**config.mk**
```make
export PLATFORM = sky130hd
export DESIGN_NAME = mulx8_core
export DESIGN_NICKNAME = d
export VERILOG_FILES = /design/src/rtl/mulx8_pkg.sv /design/src/rtl/mulx8_rst_sync.sv /design/src/rtl/mulx8_opnd.sv /design/src/rtl/mulx8_array.sv /design/src/rtl/mulx8_post.sv /design/src/rtl/mulx8_ctrl.sv /design/src/rtl/mulx8_core.sv
export SDC_FILE = /design/constraint.sdc
export NUM_CORES = 1
export LEC_CHECK = 0
export CAP_MARGIN = 40
export CORE_MARGIN = 10
export CORE_UTILIZATION = 30
export DETAILED_ROUTE_END_ITERATION = 8
export DONT_BUFFER_PORTS = 1
export PLACE_DENSITY = 0.49
export SYNTH_ARGS = -nofsm -noshare
export SYNTH_HDL_FRONTEND = slang
export SYNTH_SLANG_ARGS = --single-unit
```
**constraint.sdc**
```tcl
create_clock -name clk -period 3.6 [get_ports clk]
set_clock_uncertainty 0.15 [all_clocks]
set_input_delay 0.36 -clock clk [delete_from_list [all_inputs] [get_ports clk]]
set_output_delay 0.36 -clock clk [all_outputs]
set_load 0.01 [all_outputs]
```
**src/rtl/mulx8_pkg.sv**
```systemverilog
package mulx8_pkg;

  typedef enum logic [1:0] {
    KIND_UU  = 2'b00,
    KIND_SS  = 2'b01,
    KIND_SU  = 2'b10,
    KIND_RSV = 2'b11
  } kind_e;

  typedef struct packed {
    logic  frac;
    kind_e kind;
  } mode_t;

endpackage

```
**src/rtl/mulx8_rst_sync.sv**
```systemverilog
module mulx8_rst_sync #(
  parameter int unsigned STAGES = 2
) (
  input  logic clk,
  input  logic rst_n,
  output logic rst_n_sync
);

  logic [STAGES-1:0] sync_q;
  logic [STAGES-1:0] sync_d;

  always_comb begin
    sync_d = {sync_q[STAGES-2:0], 1'b1};
  end

  always_ff @(posedge clk or negedge rst_n) begin
    if (!rst_n) begin
      sync_q <= '0;
    end else begin
      sync_q <= sync_d;
    end
  end

  assign rst_n_sync = sync_q[STAGES-1];

endmodule

```
**src/rtl/mulx8_opnd.sv**
```systemverilog
module mulx8_opnd
  import mulx8_pkg::*;
#(
  parameter int unsigned W  = 8,
  localparam int unsigned PW = 2 * W
) (
  input  kind_e          kind,
  input  logic [W-1:0]   a_in,
  input  logic [W-1:0]   b_in,
  output logic [PW-1:0]  a_ext,
  output logic [W:0]     b_ext
);

  logic a_sgn;
  logic b_sgn;

  always_comb begin
    unique case (kind)
      KIND_SS: begin a_sgn = 1'b1; b_sgn = 1'b1; end
      KIND_SU: begin a_sgn = 1'b1; b_sgn = 1'b0; end
      default: begin a_sgn = 1'b0; b_sgn = 1'b0; end
    endcase
  end

  always_comb begin
    a_ext = {{W{a_sgn & a_in[W-1]}}, a_in};
    b_ext = {b_sgn & b_in[W-1], b_in};
  end

endmodule

```
**src/rtl/mulx8_array.sv**
```systemverilog
module mulx8_array #(
  parameter int unsigned W  = 8,
  localparam int unsigned PW = 2 * W
) (
  input  logic [PW-1:0] a_ext,
  input  logic [W:0]    b_ext,
  output logic [PW-1:0] prod
);

  logic [PW-1:0] rows [W];
  logic [PW-1:0] top_row;
  logic [PW-1:0] acc;

  for (genvar gi = 0; gi < W; gi++) begin : g_row
    assign rows[gi] = b_ext[gi] ? (a_ext << gi) : '0;
  end

  // The extra operand bit carries negative weight.
  assign top_row = b_ext[W] ? (a_ext << W) : '0;

  always_comb begin
    acc = '0;
    for (int i = 0; i < W; i++) begin
      acc = acc + rows[i];
    end
    acc = acc - top_row;
  end

  assign prod = acc;

endmodule

```
**src/rtl/mulx8_post.sv**
```systemverilog
module mulx8_post #(
  parameter int unsigned W  = 8,
  localparam int unsigned PW = 2 * W
) (
  input  logic [PW-1:0] prod,
  input  logic          frac,
  output logic [PW-1:0] result,
  output logic          z,
  output logic          c
);

  always_comb begin
    c      = prod[PW-1];
    result = frac ? {prod[PW-2:0], 1'b0} : prod;
    z      = (result == '0);
  end

endmodule

```
**src/rtl/mulx8_ctrl.sv**
```systemverilog
module mulx8_ctrl (
  input  logic clk,
  input  logic rst_n,
  input  logic start,
  output logic accept,
  output logic busy,
  output logic done
);

  logic busy_q, busy_d;
  logic done_q, done_d;

  always_comb begin
    accept = start & ~busy_q;
    busy_d = accept;
    done_d = busy_q;
  end

  always_ff @(posedge clk or negedge rst_n) begin
    if (!rst_n) begin
      busy_q <= 1'b0;
      done_q <= 1'b0;
    end else begin
      busy_q <= busy_d;
      done_q <= done_d;
    end
  end

  assign busy = busy_q;
  assign done = done_q;

endmodule

```
**src/rtl/mulx8_core.sv**
```systemverilog
module mulx8_core
  import mulx8_pkg::*;
#(
  parameter int unsigned W  = 8,
  localparam int unsigned PW = 2 * W
) (
  input  logic         clk,
  input  logic         rst_n,
  input  logic         start,
  input  logic [2:0]   mode,
  input  logic [W-1:0] opnd_a,
  input  logic [W-1:0] opnd_b,
  output logic         busy,
  output logic         done,
  output logic [W-1:0] prod_hi,
  output logic [W-1:0] prod_lo,
  output logic         flag_z,
  output logic         flag_c
);

  logic rst_n_i;
  logic accept;

  mulx8_rst_sync #(.STAGES(2)) u_rst (
    .clk        (clk),
    .rst_n      (rst_n),
    .rst_n_sync (rst_n_i)
  );

  mulx8_ctrl u_ctrl (
    .clk    (clk),
    .rst_n  (rst_n_i),
    .start  (start),
    .accept (accept),
    .busy   (busy),
    .done   (done)
  );

  // Operand capture stage
  logic [W-1:0] a_q, a_d;
  logic [W-1:0] b_q, b_d;
  mode_t        m_q, m_d;

  always_comb begin
    a_d = a_q;
    b_d = b_q;
    m_d = m_q;
    if (accept) begin
      a_d = opnd_a;
      b_d = opnd_b;
      m_d = mode_t'(mode);
    end
  end

  always_ff @(posedge clk or negedge rst_n_i) begin
    if (!rst_n_i) begin
      a_q <= '0;
      b_q <= '0;
      m_q <= '0;
    end else begin
      a_q <= a_d;
      b_q <= b_d;
      m_q <= m_d;
    end
  end

  // Datapath
  logic [PW-1:0] a_ext;
  logic [W:0]    b_ext;
  logic [PW-1:0] raw_prod;
  logic [PW-1:0] fin_res;
  logic          fin_z, fin_c;

  mulx8_opnd #(.W(W)) u_opnd (
    .kind  (m_q.kind),
    .a_in  (a_q),
    .b_in  (b_q),
    .a_ext (a_ext),
    .b_ext (b_ext)
  );

  mulx8_array #(.W(W)) u_arr (
    .a_ext (a_ext),
    .b_ext (b_ext),
    .prod  (raw_prod)
  );

  mulx8_post #(.W(W)) u_post (
    .prod   (raw_prod),
    .frac   (m_q.frac),
    .result (fin_res),
    .z      (fin_z),
    .c      (fin_c)
  );

  // Result stage, loaded in the busy cycle
  logic [PW-1:0] res_q, res_d;
  logic          z_q, z_d;
  logic          c_q, c_d;

  always_comb begin
    res_d = res_q;
    z_d   = z_q;
    c_d   = c_q;
    if (busy) begin
      res_d = fin_res;
      z_d   = fin_z;
      c_d   = fin_c;
    end
  end

  always_ff @(posedge clk or negedge rst_n_i) begin
    if (!rst_n_i) begin
      res_q <= '0;
      z_q   <= 1'b0;
      c_q   <= 1'b0;
    end else begin
      res_q <= res_d;
      z_q   <= z_d;
      c_q   <= c_d;
    end
  end

  assign prod_hi = res_q[PW-1:W];
  assign prod_lo = res_q[W-1:0];
  assign flag_z  = z_q;
  assign flag_c  = c_q;

endmodule

```
After elaboration in Yosys (flattened, before gate mapping)
Cells that the tools add are included.
- input bits: 22
- word-level logic and storage cells: 38
- flip-flop bits (word level): 41
- output and inout bits: 20
- equal/unequal tests: 2
- muxes and demuxes: 12
- bitwise gates (word level): 4
- add/subtract/negate cells: 8
- reduce and logical (&&, ||, !) cells: 2
- operator list (cell ; number):
    $mux 16 ; 10
    $add 16x16->16 ; 7
    $logic_not 16->1 ; 1
    $sub 16x16->16 ; 1
    $and 1x1->1 ; 3
    $eq 2x1->1 const B ; 1
    $eq 2x2->1 const B ; 1
    $mux 1 ; 2
    $reduce_or 2->1 ; 1
    $not 1->1 ; 1

Longest topological paths before layout
- word-level depth: 15
- gate-level depth with buffers: 21
- gate-level depth less buffers: 21

Hierarchy
From an unflattened synthesis, not the netlist that was laid out.
- cells, all modules: 495
- area, all modules: 5071.1 um^2
- by module, submodules not included (module ; area each (um^2) ; sequential area each (um^2) ; times used ; cells each):
    mulx8_array ; 2996.6 ; 0.0 ; 1 ; 355
    mulx8_core ; 1480.2 ; 925.9 ; 1 ; 78
    mulx8_post ; 267.8 ; 0.0 ; 1 ; 29
    mulx8_opnd ; 209.0 ; 0.0 ; 1 ; 27
    mulx8_ctrl ; 63.8 ; 50.0 ; 1 ; 3
    mulx8_rst_sync ; 53.8 ; 50.0 ; 1 ; 3

Worst setup path before layout
No wires, ideal clock.
- path type: register to register
- start: register m_q[0] (netlist bit)
- end: register z_q, in the netlist flag_z
- cell stages (with the launch flop): 19
- data required time: 3.384 ns
- arrival time: 4.860 ns
- path buffers: 0
- setup slack: -1.476 ns
- cells stage by stage: dfrtp_1 > ha_1 > nor2b_1 > nand2_1 > inv_1 > fa_1 > fa_1 > fa_1 > inv_1 > fa_1 > inv_1 > ha_1 > a21oi_1 > o21ai_2 > xor2_1 > a2111oi_2 > nand4_1 > a2111oi_2 > a22o_1
- longest elaborated chain between the ends: 15
- ends and longest elaborated chain (element ; line ; text):
    from (decl) ; mulx8_core.sv:42 ; mode_t m_q, m_d;
    from (signal assigned) ; mulx8_core.sv:63 ; m_q <= m_d;
    $eq 2x2->1 / $eq 2x1->1 (equally long branches) ; mulx8_opnd.sv:18 ; unique case (kind)
    $reduce_or 2->1 (no source line) ; n/a ;
    $mux 1 ; mulx8_opnd.sv:18 ;
    $and 1x1->1 ; mulx8_opnd.sv:26 ; a_ext = {{W{a_sgn & a_in[W-1]}}, a_in};
    $mux 16 ; mulx8_array.sv:15 ; assign rows[gi] = b_ext[gi] ? (a_ext << gi) : '0;
    $add 16x16->16 (7 in a row) ; mulx8_array.sv:24 ; acc = acc + rows[i];
    $sub 16x16->16 (*) ; mulx8_array.sv:26 ; acc = acc - top_row;
    $mux 16 (*) ; mulx8_post.sv:14 ; result = frac ? {prod[PW-2:0], 1'b0} : prod;
    $logic_not 16->1 (*) ; mulx8_post.sv:15 ; z = (result == '0);
    to (signal assigned) ; mulx8_core.sv:119 ; z_q <= z_d;
    to (decl) ; mulx8_core.sv:98 ; logic z_q, z_d;
Mark *: on every way between the ends. The rest lies on a longest branch, timed or not.
A chain may end at the register's enable or synchronous reset.

Final worst setup path
- start: register m_q[1] (netlist bit)
- end: register z_q, in the netlist flag_z
Same word-level chain as after synthesis.

==> impl_metrics.tcl <==
set metrics [dict create \
    synth_nets 589 \
    cts_tree "done" \
    worst_setup_path_end_kind "flip-flop" \
    start_util 0.304 \
    fin_ws_ns -1.35 \
    synth_cells 476 \
    crit_path_max_fanout 4 \
    grt_start_max_net_pins 30 \
    grt_remaining_overflow 0 \
    h-tree-depth 2 \
    required_ns 3.67 \
    post_drt_wl_per_cell_um 15.9 \
    drv_slew 0 \
    critPathKind "reg -> reg" \
    via_count 3488 \
    antenna_found_initial 2 \
    rr_worst_depth 19 \
    reg2reg_from "m_q[1]" \
    rsz0062_at_grt "yes" \
    hp-class "reg -> async" \
    start_kind "flip-flop" \
    synth_cell_types 54 \
    drt_pre_antenna_iters 4 \
    clkTransAtPathRegs_ns 0.06 \
    numCtsBuffers 5 \
    ios 42 \
    nNetsFinal 666 \
    final_cell_mix "buf_4 (79), inv_1 (60), fa_1 (59)" \
    utilization 0.409 \
    syn_to_final_growth_pct 34.3 \
    core_um2 15100 \
    syn_area_um2 4610 \
    cts_root_buf "clkbuf_16" \
    slew_headroom 0.637 \
    hold_viol_final 10 \
    place_congestion 0.855 \
    min_period_over_period 1.37 \
    drc_errors 0 \
    port_buffers 0 \
    critPathLaunch "m_q[1]" \
    status "finished, violations left" \
    grt_pass1_vias 3898 \
    drt_iter0_drc 132 \
    cts_sinks 41 \
    final_common_cell "buf_4" \
    ys_seq_area_frac 0.223 \
    synth-edff-count 0 \
    layout-drive-gt1-share 0.386 \
    die_x_um 144 \
    clock.fmax_mhz 202 \
    cts_buffer_depth 2 \
    die_y_um 144 \
    tightest_slew_ns 0.544 \
    die_area_um2 20700 \
    multi_input_area_um2 3680 \
    synth_seq_cells 41 \
    violations "hold timing, setup timing" \
    arrival_ns 5.02 \
    rows 45 \
    grt_pass1_wl_um 20300 \
    setup_viol 13 \
    nFillCells 1441 \
    synthFlopType "dfrtp_1" \
    regToRegSetupSlack_ns -1.35 \
    viasPerCell 4.69 \
    wl_um 11800 \
    synthArstFlopShare 1.00 \
    regArea_um2 1030 \
    syn_area_per_cell_um2 9.68 \
    yosys_warnings 0 \
    whs_ns -0.00507 \
    min_period_ns 4.95 \
    clkLatencyLatePin_ns 0.29 \
    grt_usage 0.124 \
    dp_hpwl_um 9670 \
    drv_cap 0 \
    final_antenna_net_count 0 \
    r2r_end "flag_z" \
]
## metal layers
| layer | up-vias | share of wire | global-route usage | routed length (um) |
|---|---|---|---|---|
| met1 | 1759 | 0.43 | 0.157 | 5080 |
| met4 | 2 | 0.015 | 0.0236 | 175 |
| met3 | 12 | 0.041 | 0.0241 | 482 |
| met5 | - | 0.0015 | 0 | 18 |
| met2 | 53 | 0.51 | 0.213 | 6090 |
| li1 | 1662 | - | - | - |
## final cells by class
type,count,share of cell area
clock buffer,6,0.0224
antenna,1,0.000404
inverter,76,0.0469
sequential,41,0.166
timing repair buffer,94,0.126
multi-input combinational,335,0.594
tap,188,0.0380
clock inverter,2,0.00606
## timing repair
action	CTS	global route
buffers inserted	8	3
pin swaps	35	25
resized for setup	46	36
hold buffers	1	0
endpoints found under the setup margin	13	13
hold endpoints to repair	2	0
## registers in the layout, summed over array words and instances (netlist names)
name          cells
res_q            16
a_q               8
b_q               8
m_q               3
u_rst.sync_q      2
flag_c            1
flag_z            1
u_ctrl.busy       1
u_ctrl.done       1
## synthesized netlist by cell type (2+ instances only)
master     instances  area share
a21o_1             3      0.0049
nor2_1            24       0.020
and2_1            40       0.054
ha_1              28       0.076
o21ai_0            9      0.0098
mux2_2            19       0.046
a21oi_1           13       0.014
xnor2_1            9       0.017
a2111oi_2          2      0.0065
nand2b_1           3      0.0041
nor3_1             5      0.0054
nand2_1           52       0.042
inv_1             75       0.061
o21ai_1            3      0.0033
dfrtp_1           41        0.22
nand3_1            4      0.0043
a31oi_1            3      0.0041
o21bai_1           2      0.0033
fa_1              63        0.27
buf_2              3      0.0033
xor2_1             3      0.0057
o21ai_2            2      0.0038
clkbuf_1          20       0.016
a211oi_1           7       0.011
nor2b_1            5      0.0068
mux2i_1           10       0.022
## stage by stage
step	hold slack [ns]	instances	cell area [um2]	worst slack, ns	TNS (ns)
after floorplan	-0.0856	476	4830	-1.09	-8.58
after global placement	-0.0855	721	5550	-1.30	-11.97
after detailed placement	-0.0855	722	5570	-1.42	-12.71
after CTS	0.00531	739	6000	-1.31	-12.09
after global routing	0.0118	742	6190	-1.53	-14.15
final	-0.00507	743	6190	-1.35	-11.97
## cells by family (layout without fill, tap and decap cells)
family / count (synthesis) / in the layout / share of synthesized area
AND/OR/NAND/NOR: 143 / 143 / 0.154
buffers and inverters: 100 / 178 / 0.0823
adder cells (fa/ha/maj): 91 / 91 / 0.350
AO/OA/AOI/OAI: 58 / 58 / 0.0931
flip-flops: 41 / 41 / 0.223
multiplexers: 29 / 29 / 0.0682
XOR/XNOR: 13 / 13 / 0.0288
other: 1 / 2 / 0.000814
## critical path, cell delays in order (launching register included)
cell	delay (ns)
dfrtp_1	0.37
inv_2	0.07
ha_4	0.21
nor2b_4	0.19
nand2_2	0.11
inv_2	0.07
fa_1	0.42
fa_1	0.47
fa_1	0.54
inv_1	0.04
fa_1	0.48
inv_2	0.04
ha_4	0.23
a21oi_2	0.14
o21ai_2	0.09
xor2_1	0.19
a2111oi_2	0.35
nand4_1	0.20
a2111oi_2	0.31
a22o_1	0.18
## how the worst max path moves through the flow
| stage | end | slack, ns | cells after the start |
|---|---|---|---|
| 2_1_floorplan | flag_z | -1.09 | 18 |
| 6_report | flag_z | -1.35 | 19 |
| 3_5_place_dp | flag_z | -1.42 | 20 |
| 3_3_place_gp | flag_z | -1.30 | 20 |
| 4_1_cts | flag_z | -1.31 | 20 |
| 5_1_grt | flag_z | -1.53 | 19 |
Power is left out: the tool's default activity adds up to more than one toggle a clock period on the data nets, which glitch-free logic cannot reach.
